`src/rtl/seg_xlate_pkg.sv`:
```
`timescale 1ns/1ps
package seg_xlate_pkg;
   typedef enum logic [1:0] {
      ACC_READ  = 2'd0,
      ACC_WRITE = 2'd1,
      ACC_FETCH = 2'd2
   } acc_kind_e;

   localparam int CAUSE_W      = 3;
   localparam int CAUSE_LIMIT  = 0;
   localparam int CAUSE_WCODE  = 1;
   localparam int CAUSE_ABSENT = 2;
endpackage

```
`src/rtl/seg_regfile.sv`:
```
`timescale 1ns/1ps
module seg_regfile #(
   parameter int NSEG = 6,
   parameter int AW = 32,
   parameter int SEG_W = 3,
   parameter int CODE_IDX = 0,
   parameter logic [AW-1:0] RST_CODE_BASE = '0,
   parameter logic [AW-1:0] RST_LIMIT = '1
) (
   input  logic          clk,
   input  logic          rst_n,
   input  logic          wr_en,
   input  logic [SEG_W-1:0] wr_seg,
   input  logic [AW-1:0] wr_base,
   input  logic [AW-1:0] wr_limit,
   input  logic          wr_present,
   input  logic          wr_code,
   output logic [AW-1:0] base_o [NSEG],
   output logic [AW-1:0] limit_o [NSEG],
   output logic          present_o [NSEG],
   output logic          code_o [NSEG]
);
   for (genvar g = 0; g < NSEG; g++) begin : g_seg
      localparam logic [AW-1:0] BASE0 = (g == CODE_IDX) ? RST_CODE_BASE : '0;
      localparam logic          CODE0 = (g == CODE_IDX);
      logic [AW-1:0] base_q;
      logic [AW-1:0] limit_q;
      logic          present_q;
      logic          code_q;

      always_ff @(posedge clk or negedge rst_n) begin
         if (!rst_n) begin
            base_q    <= BASE0;
            limit_q   <= RST_LIMIT;
            present_q <= 1'b1;
            code_q    <= CODE0;
         end else if (wr_en && (wr_seg == SEG_W'(g))) begin
            base_q    <= wr_base;
            limit_q   <= wr_limit;
            present_q <= wr_present;
            code_q    <= wr_code;
         end
      end

      assign base_o[g]    = base_q;
      assign limit_o[g]   = limit_q;
      assign present_o[g] = present_q;
      assign code_o[g]    = code_q;
   end
endmodule

```
`src/rtl/seg_check.sv`:
```
`timescale 1ns/1ps
module seg_check
   import seg_xlate_pkg::*;
#(
   parameter int NSEG = 6,
   parameter int AW = 32,
   parameter int SEG_W = 3,
   parameter int AUX_A = 4,
   parameter int AUX_B = 5,
   parameter bit WIDE_EN = 1'b1
) (
   input  logic [SEG_W-1:0]   seg,
   input  logic [AW-1:0]      off,
   input  logic [1:0]         kind,
   input  logic [1:0]         size,
   input  logic               wide,
   input  logic [AW-1:0]      base_i [NSEG],
   input  logic [AW-1:0]      limit_i [NSEG],
   input  logic               present_i [NSEG],
   input  logic               code_i [NSEG],
   output logic               fault,
   output logic [CAUSE_W-1:0] cause,
   output logic [AW-1:0]      lin
);
   logic          hit;
   logic [AW-1:0] sel_base;
   logic [AW-1:0] sel_limit;
   logic          sel_present;
   logic          sel_code;
   logic          wide_act;
   logic          aux;
   logic [AW:0]   span_end;
   logic          over;
   logic          absent;
   logic          lim_f;
   logic          wc_f;

   // Variant: wide mode supported or tied off.
   if (WIDE_EN) begin : g_wide
      assign wide_act = wide;
   end else begin : g_legacy
      logic unused_wide;
      assign unused_wide = wide;
      assign wide_act = 1'b0;
   end

   always_comb begin
      hit = 1'b0;
      sel_base = '0;
      sel_limit = '0;
      sel_present = 1'b0;
      sel_code = 1'b0;
      for (int i = 0; i < NSEG; i++) begin
         if (seg == SEG_W'(i)) begin
            hit = 1'b1;
            sel_base = base_i[i];
            sel_limit = limit_i[i];
            sel_present = present_i[i];
            sel_code = code_i[i];
         end
      end
   end

   assign aux = (seg == SEG_W'(AUX_A)) || (seg == SEG_W'(AUX_B));
   assign lin = ((wide_act && !aux) ? '0 : sel_base) + off;

   // Inclusive end of the access, one extra bit so nothing wraps.
   assign span_end = {1'b0, off} + (AW+1)'((4'd1 << size) - 4'd1);
   assign over = (sel_limit != '1) && (span_end > {1'b0, sel_limit});

   assign absent = !hit || (!wide_act && !sel_present);
   assign lim_f  = !wide_act && over;
   assign wc_f   = (kind == ACC_WRITE) && sel_code;

   always_comb begin
      cause = '0;
      if (absent)     cause[CAUSE_ABSENT] = 1'b1;
      else if (lim_f) cause[CAUSE_LIMIT]  = 1'b1;
      else if (wc_f)  cause[CAUSE_WCODE]  = 1'b1;
   end

   assign fault = |cause;
endmodule

```
`src/rtl/seg_xlate_top.sv`:
```
`timescale 1ns/1ps
module seg_xlate_top
   import seg_xlate_pkg::*;
#(
   parameter int AW = 32,
   parameter int NSEG = 6,
   parameter int SEG_W = 3,
   parameter int AUX_A = 4,
   parameter int AUX_B = 5,
   parameter int CODE_IDX = 0,
   parameter bit WIDE_EN = 1'b1,
   parameter logic [AW-1:0] RST_CODE_BASE = AW'(32'hFFFF_0000),
   parameter logic [AW-1:0] RST_LIMIT = AW'(32'h0000_FFFF)
) (
   input  logic               clk,
   input  logic               rst_n,
   input  logic               req_valid,
   input  logic [SEG_W-1:0]   req_seg,
   input  logic [AW-1:0]      req_off,
   input  logic [1:0]         req_kind,
   input  logic [1:0]         req_size,
   input  logic               req_wide,
   input  logic               wr_en,
   input  logic [SEG_W-1:0]   wr_seg,
   input  logic [AW-1:0]      wr_base,
   input  logic [AW-1:0]      wr_limit,
   input  logic               wr_present,
   input  logic               wr_code,
   output logic               rsp_valid,
   output logic               rsp_fault,
   output logic [CAUSE_W-1:0] rsp_cause,
   output logic [SEG_W-1:0]   rsp_seg,
   output logic [AW-1:0]      rsp_lin
);
   initial begin
      if (AW < 8) $fatal(1, "AW too small");
      if (NSEG < 1 || NSEG > (1 << SEG_W)) $fatal(1, "NSEG does not fit SEG_W");
      if (AUX_A >= NSEG || AUX_B >= NSEG || AUX_A == AUX_B) $fatal(1, "bad auxiliary segments");
      if (CODE_IDX >= NSEG) $fatal(1, "bad code segment index");
   end

   logic [AW-1:0]      base_w [NSEG];
   logic [AW-1:0]      limit_w [NSEG];
   logic               present_w [NSEG];
   logic               code_w [NSEG];
   logic               fault_c;
   logic [CAUSE_W-1:0] cause_c;
   logic [AW-1:0]      lin_c;

   seg_regfile #(
      .NSEG(NSEG), .AW(AW), .SEG_W(SEG_W), .CODE_IDX(CODE_IDX),
      .RST_CODE_BASE(RST_CODE_BASE), .RST_LIMIT(RST_LIMIT)
   ) u_regs (
      .clk(clk), .rst_n(rst_n), .wr_en(wr_en), .wr_seg(wr_seg),
      .wr_base(wr_base), .wr_limit(wr_limit), .wr_present(wr_present),
      .wr_code(wr_code), .base_o(base_w), .limit_o(limit_w),
      .present_o(present_w), .code_o(code_w)
   );

   seg_check #(
      .NSEG(NSEG), .AW(AW), .SEG_W(SEG_W), .AUX_A(AUX_A), .AUX_B(AUX_B),
      .WIDE_EN(WIDE_EN)
   ) u_check (
      .seg(req_seg), .off(req_off), .kind(req_kind), .size(req_size),
      .wide(req_wide), .base_i(base_w), .limit_i(limit_w),
      .present_i(present_w), .code_i(code_w), .fault(fault_c),
      .cause(cause_c), .lin(lin_c)
   );

   always_ff @(posedge clk or negedge rst_n) begin
      if (!rst_n) begin
         rsp_valid <= 1'b0;
         rsp_fault <= 1'b0;
         rsp_cause <= '0;
         rsp_seg   <= '0;
         rsp_lin   <= '0;
      end else begin
         rsp_valid <= req_valid;
         rsp_fault <= req_valid && fault_c;
         rsp_cause <= req_valid ? cause_c : '0;
         rsp_seg   <= req_valid ? req_seg : '0;
         rsp_lin   <= (req_valid && !fault_c) ? lin_c : '0;
      end
   end
endmodule

```
`config.mk`:
```
export PLATFORM = sky130hd
export DESIGN_NAME = seg_xlate_top
export DESIGN_NICKNAME = d
export VERILOG_FILES = /design/src/rtl/seg_xlate_pkg.sv /design/src/rtl/seg_regfile.sv /design/src/rtl/seg_check.sv /design/src/rtl/seg_xlate_top.sv
export SDC_FILE = /design/constraint.sdc
export NUM_CORES = 1
export LEC_CHECK = 0
export BUFFER_PORTS_ARGS = -buffer_cell sky130_fd_sc_hd__buf_2
export CAP_MARGIN = 20
export CORE_ASPECT_RATIO = 1.2
export CORE_MARGIN = 4
export CORE_UTILIZATION = 39
export CTS_CLUSTER_DIAMETER = 30
export DETAILED_ROUTE_END_ITERATION = 16
export SKIP_CTS_REPAIR_TIMING = 1
export SLEW_MARGIN = 15
export SYNTH_ARGS = -nofsm -noshare
export SYNTH_HDL_FRONTEND = slang
export SYNTH_HIERARCHICAL = 1
export SYNTH_SLANG_ARGS = --single-unit
```
`constraint.sdc`:
```
create_clock -name clk -period 4.2 [get_ports clk]
set_input_delay 0.21 -clock clk [delete_from_list [all_inputs] [get_ports clk]]
set_output_delay 0.21 -clock clk [all_outputs]
set_load 0.005 [all_outputs]
```
==> results.yml, run 1 <==
floorplan:
  rows: 98
  core_area_um2: 59700
  die-area_um2: 64400
  die_h_um: 277
  start_util_pct: 39.4
  die_w_um: 232
  io_pins: 153
synth:
  syn-cell-area_um2: 23500
  syn-num-nets: 2153
  syn_inst: 1940
  yosysWarnings: 6
  yosysTopAreaCell: "dfrtp_1"
  synth.avg_cell_area_um2: 12.1
  synth_edf_count: 0
  synth_seq_cells: 436
  synth_top_area_share_pct: 33.7
  ys_types: 76
  yosys-top-cells-area: "dfrtp_1, mux2_2, dfstp_2, mux2_1, ha_1"
  yosysSeqAreaShare_pct: 47.0
  synthArstFlopShare_pct: 100
  synth_ff_type: "dfrtp_1"
setup_path:
  cp_num_buf_inv: 7
  crit_start: "req_size[1]"
  critPathRequiredTime_ns: 4.71
  cpPeakStageDelay_ns: 0.37
  crit_family: "simple AND/OR/NAND/NOR gates"
  path_max_fanout: 8
  cp-end-kind: "register"
  critPathLaunchType: "input pin"
  critical_path_class: "in -> reg"
  r2r-start: "u_regs/g_seg[0].base_q[0]"
  slowest_stage: "fa_2"
  arrival_ns: 4.83
routing:
  first_pass_iters: 5
  vias: 17300
  wl_um: 68200
  remaining_drc_errors: 0
  viasPerCell: 5.35
  first_iter_violations: 1001
  ant_nets: 0
  wl_per_cell_um: 21.1
clock_network:
  cts_sinks: 436
  cts_max_path_buffers: 3
  clock_latency_ns: 0.64
  cts-root-buf: "clkbuf_16"
  clk_pin_slew_worst_paths_ns: 0.04
  cts_tree: "yes"
  cts_made_buffers: 97
  htreeDepth: 3
sta:
  min_period_ns: 4.32
  hold_slack_ns: 0.0664
  drv_slew: 0
  setup_tns_ns: -2.51
  max_freq_mhz: 232
  relSlewSlack_pct: 39.4
  fin_crit_sh_pct: 103
  setup_slack_ns: -0.117
  setup_viol: 33
  tightest_slew_ns: 0.909
  rsz0062_at_grt: "yes"
  finalHoldViolations: 0
  skew_ns: 0.0280
global_route:
  grt_overflow_total: 0
  track_usage_pct: 20.6
  grt_max_degree: 105
  antenna_found_initial: 6
  grt_pass1_wl_um: 103000
  grt_pass1_vias: 18000
place:
  placed_cells: 2975
  dpl.hpwl_um: 45400
  gp_congestion: 0.887
  port-buffer-count: 152
final_layout:
  layoutNonFillerInstCount: 3235
  syn_to_final_growth_pct: 30.6
  fin_nets: 2562
  final_core_util_pct: 51.5
  final_layout_size_suffix_gt1_share_pct: 41.7
outcome:
  outcome: "complete, but fails checks"
  failed_checks: "setup timing"
power:
  powerDensity_nw_per_um2: 537
  max-vdd-ir-drop_mv: 0.322
  p_int_mw: 12.2
  clockPowerShare_pct: 46.4
  switching_share_pct: 26.3
  p_sw_mw: 4.34
  power_frac_seq_pct: 34.4
  p_leak_nw: 14.0
  power.share.combinational_pct: 19.2
run:
  max-cap-violations: 0
worst_hold_path:
  holdCritPathClass: "in -> reg"
  holdCritStartpoint: "req_kind[1]"
-- kinds of logic after synthesis --
family | synth area share (%)
buf+inv | 3.90
flops | 47.0
mux | 24.5
fa+ha+maj | 5.38
compound gates | 11.5
simple gates | 5.86
xor+xnor | 1.79
-- per-layer routing --
| metal | vias up | global-route usage, % | routed length (um) |
|---|---|---|---|
| li1 | 7994 | - | - |
| met1 | 8754 | 25.7 | 29500 |
| met2 | 422 | 34.3 | 33200 |
| met3 | 137 | 4.54 | 3040 |
| met4 | 2 | 8.77 | 2500 |
| met5 | - | 0 | 13 |
-- per-stage QoR --
| step | setup WS, ns | total power, mW | instance area [um2] |
|---|---|---|---|
| 3_3_place_gp | -0.814 | 8.58 | 26400 |
| 3_5_place_dp | -0.908 | 8.73 | 26400 |
| 4_1_cts | -0.256 | 16.5 | 29800 |
| 6_report | -0.117 | 16.5 | 30700 |
| 5_1_grt | -0.344 | 17.3 | 30700 |
| 2_1_floorplan | -0.202 | 7.65 | 23600 |
-- worst min-delay path: cells and delay by family --
family,cells,cell delay (ns)
buffers and inverters,1,0.08
and+or+nand+nor,3,0.36
-- synth_stat cells, types with 8 or more instances --
master / number
dfrtp_1: 317
mux2_2: 302
o21ai_0: 136
mux2_1: 133
dfstp_2: 119
ha_1: 98
mux2i_1: 81
inv_1: 64
a21oi_1: 61
nand2_1: 49
nor2_1: 46
o21a_1: 44
xnor2_1: 38
a21o_1: 37
buf_4: 36
buf_2: 34
clkbuf_1: 32
o22ai_1: 32
a22oi_1: 18
and3b_2: 18
and2_1: 15
and3b_1: 14
nor3_1: 13
o2bb2ai_1: 11
nand2b_1: 10
nand4_1: 10
nor2b_1: 10
xor2_1: 10
a211oi_1: 9
and3_1: 9
nor4_1: 9
buf_6: 8
-- flip-flops by register name (all words and copies together), names as in the netlist --
register and flops:
rsp_lin 32, rsp_fault 1, rsp_valid 1, rsp_cause 3
u_regs/g_seg.base_q 192, u_regs/g_seg.limit_q 192, rsp_seg 3, u_regs/g_seg.code_q 6
u_regs/g_seg.present_q 6
-- final timing paths --
check                                             endpoint  slack [ns]  depth (start not counted)
worst max-delay path                           rsp_lin[30]       -0.12                         28
worst min-delay path                          rsp_cause[1]        0.07                          4
worst max register to register                 rsp_lin[20]        0.16                         17
worst min register to register  u_regs/g_seg[4].base_q[17]        0.48                          1
max in group asynchronous       u_regs/g_seg[4].limit_q[0]        2.86                          3
min in group asynchronous        u_regs/g_seg[2].base_q[4]        0.23                          2
-- cell type report --
| cell class | count | area [um2] |
|---|---|---|
| sequential | 436 | 11100 |
| inverter | 65 | 249 |
| antenna | 3 | 7.51 |
| clock inverter | 51 | 587 |
| fill | 5203 | 29000 |
| multi-input combinational | 1323 | 11800 |
| timing repair buffer | 426 | 3250 |
| tap | 800 | 1000 |
| clock buffer | 131 | 2810 |
-- layout by cell type (no fill, tap or decap), types with 44 or more instances in the layout --
cell / count
buf_2: 147
nor2_1: 46
mux2_1: 133
dfstp_2: 119
nand2_1: 48
o21ai_0: 133
inv_1: 60
ha_1: 95
o21a_1: 44
dfrtp_1: 317
mux2i_1: 81
clkbuf_16: 103
dlygate4sd3_1: 67
mux2_2: 302
buf_4: 189
a21oi_1: 60
-- power groups by stage --
stage / registers [mW] / clock network, mW / logic [mW]
2_1_floorplan: 5.60 / 0 / 2.05
3_3_place_gp: 5.67 / 0 / 2.91
3_5_place_dp: 5.73 / 0 / 3.00
4_1_cts: 5.68 / 7.80 / 3.03
5_1_grt: 5.78 / 8.04 / 3.47
6_report: 5.68 / 7.66 / 3.17
No activity file was read; power rests on OpenSTA's default activity.
==> run 2: changes to the inputs <==
--- a/config.mk
+++ b/config.mk
@@ -7,7 +7,7 @@
 export LEC_CHECK = 0
 export BUFFER_PORTS_ARGS = -buffer_cell sky130_fd_sc_hd__buf_2
 export CAP_MARGIN = 20
-export CORE_ASPECT_RATIO = 1.2
+export CORE_ASPECT_RATIO = 1.25
 export CORE_MARGIN = 4
 export CORE_UTILIZATION = 39
 export CTS_CLUSTER_DIAMETER = 30
==> run 2 against run 1 <==
Against the previous run:
- the run still ends with setup timing left
- total power shrank 3.7%
- critical endpoint is now rsp_lin[24]
- first-iteration DRC count shrank 13%
- critical path depth is the same
- clock skew grew 0.0024 ns
- cell area shrank 1.1%
- setup slack lost 0.048 ns
- non-clock buffer count grew 5
- hold slack lost 0.020 ns
- clock-buffer cell count shrank 11
- sequential power is essentially flat
- combinational power is essentially flat
==> results.yml, run 2 (same netlist as run 1, synthesis figures left out) <==
power:
  p_sw_mw: 4.25
  powerDensity_nw_per_um2: 523
  power.share.combinational_pct: 19.9
  power_frac_seq_pct: 35.7
  max-vdd-ir-drop_mv: 0.323
  switching_share_pct: 26.7
  total_power_mw: 15.9
  clockPowerShare_pct: 44.4
  p_leak_nw: 13.8
  p_int_mw: 11.7
final_layout:
  final_layout_size_suffix_gt1_share_pct: 41.2
  fill_cells: 5220
  final_common_cell: "dfrtp_1"
  fin_nets: 2558
  layoutNonFillerInstCount: 3189
  final_cell_mix: "dfrtp_1, mux2_2, buf_4"
  seqCellArea_um2: 11100
  multi_input_area_um2: 11800
  top_regs: "u_regs/g_seg.base_q: 192 flops, u_regs/g_seg.limit_q: 192 flops, rsp_lin: 32 flops"
  syn_to_final_growth_pct: 29.2
setup_path:
  path_max_fanout: 8
  critPathRequiredTime_ns: 4.71
  r2r-start: "u_regs/g_seg[3].base_q[0]"
  crit_start: "req_size[1]"
  cp-end-kind: "register"
  critPathLaunchType: "input pin"
  critical_path_class: "in -> reg"
  arrival_ns: 4.87
clock_network:
  cts-root-buf: "clkbuf_16"
  clock_latency_ns: 0.64
  cts_made_buffers: 88
  cts_tree: "yes"
  clk_pin_slew_worst_paths_ns: 0.05
  cts_sinks: 436
  cts_max_path_buffers: 3
  htreeDepth: 3
routing:
  vias: 17300
  remaining_drc_errors: 0
  ant_nets: 0
  first_iter_violations: 874
  wl_per_cell_um: 21.3
  viasPerCell: 5.43
  first_pass_iters: 5
  wl_um: 67800
sta:
  fin_crit_sh_pct: 104
  skew_ns: 0.0304
  hold_slack_ns: 0.0463
  drv_slew: 0
  setup_slack_ns: -0.166
  relSlewSlack_pct: 35.8
  min_period_ns: 4.37
  rsz0062_at_grt: "yes"
  setup_tns_ns: -4.61
  max_freq_mhz: 229
  finalHoldViolations: 0
  tightest_slew_ns: 0.962
  setup_viol: 33
floorplan:
  die-area_um2: 64400
  die_w_um: 228
  start_util_pct: 39.4
  io_pins: 153
  core_area_um2: 59700
  die_h_um: 283
  rows: 100
global_route:
  grt_pass1_vias: 18500
  track_usage_pct: 20.4
  grt_overflow_total: 0
  antenna_found_initial: 4
  grt_max_degree: 117
  grt_pass1_wl_um: 104000
outcome:
  failed_checks: "setup timing"
  outcome: "complete, but fails checks"
place:
  port-buffer-count: 152
  dpl.hpwl_um: 46300
  placed_cells: 2947
  gp_congestion: 0.910
worst_hold_path:
  holdCritStartpoint: "req_seg[0]"
  holdCritPathClass: "in -> reg"
run:
  max-cap-violations: 0
==> run 2: cell count changes in the layout (fill, tap and decap cells not counted), sizes merged <==
cell / previous run / this run
inv: 68 / 69
buf: 356 / 362
clkinvlp: 5 / 8
diode: 3 / 4
clkinv: 34 / 24
clkbuf: 134 / 122
==> run 2: per-layer routing <==
metal  vias up  track usage (%)  share of wire (%)
met3       155             4.48                4.0
met2       407             35.5                 50
met1      8779             24.5                 42
li1       7963                -                  -
met4         0             9.33                4.0
met5         -                0                  0
==> run 2: critical path, stage by stage <==
cell,delay (ns)
buf_6,0.09
or2_4,0.24
ha_4,0.15
inv_2,0.05
ha_4,0.12
inv_2,0.03
fa_2,0.36
nor2b_4,0.15
o21bai_4,0.09
a2111oi_4,0.29
buf_4,0.17
o21a_1,0.17
nor4_2,0.07
o21ba_2,0.24
inv_2,0.06
a21oi_2,0.05
xnor2_1,0.13
ha_1,0.31
nand4_1,0.15
nor4_2,0.33
o31ai_1,0.12
a21o_1,0.22
a211oi_2,0.25
nand3_2,0.11
nand3b_1,0.11
buf_6,0.17
clkbuf_16,0.18
and3b_2,0.21
==> run 2: path summary, 6_finish.rpt <==
check	depth (start not counted)	to	slack, ns
min in group asynchronous	2	u_regs/g_seg[2].base_q[2]	0.19
worst min-delay path	3	rsp_seg[0]	0.05
max in group asynchronous	3	u_regs/g_seg[1].limit_q[24]	2.69
worst max-delay path	28	rsp_lin[24]	-0.17
worst max register to register	18	rsp_lin[20]	0.18
worst min register to register	1	u_regs/g_seg[4].base_q[26]	0.48
==> run 2: power by group through the flow <==
stage / clock network (mW) / registers [mW] / logic (mW)
2_1_floorplan: 0 / 5.60 / 2.05
6_report: 7.05 / 5.68 / 3.16
4_1_cts: 7.19 / 5.68 / 3.05
3_3_place_gp: 0 / 5.67 / 2.93
5_1_grt: 7.41 / 5.79 / 3.48
3_5_place_dp: 0 / 5.74 / 3.03
==> run 2: area by class of cell <==
cell class                 count  area share [%]
clock buffer                 120            8.17
clock inverter                45            1.98
tap                          765            3.15
timing repair buffer         431            10.8
antenna                        4          0.0329
inverter                      65           0.811
sequential                   436            36.4
multi-input combinational   1323            38.7
==> run 2: metrics by stage <==
stage,worst slack (ns),area [um2],util (%)
finish,-0.166,30400,50.9
CTS,-0.297,29500,49.5
global route,-0.369,30400,50.9
detailed placement,-0.943,26400,44.3
floorplan,-0.202,23600,-
global placement,-0.822,26400,44.3
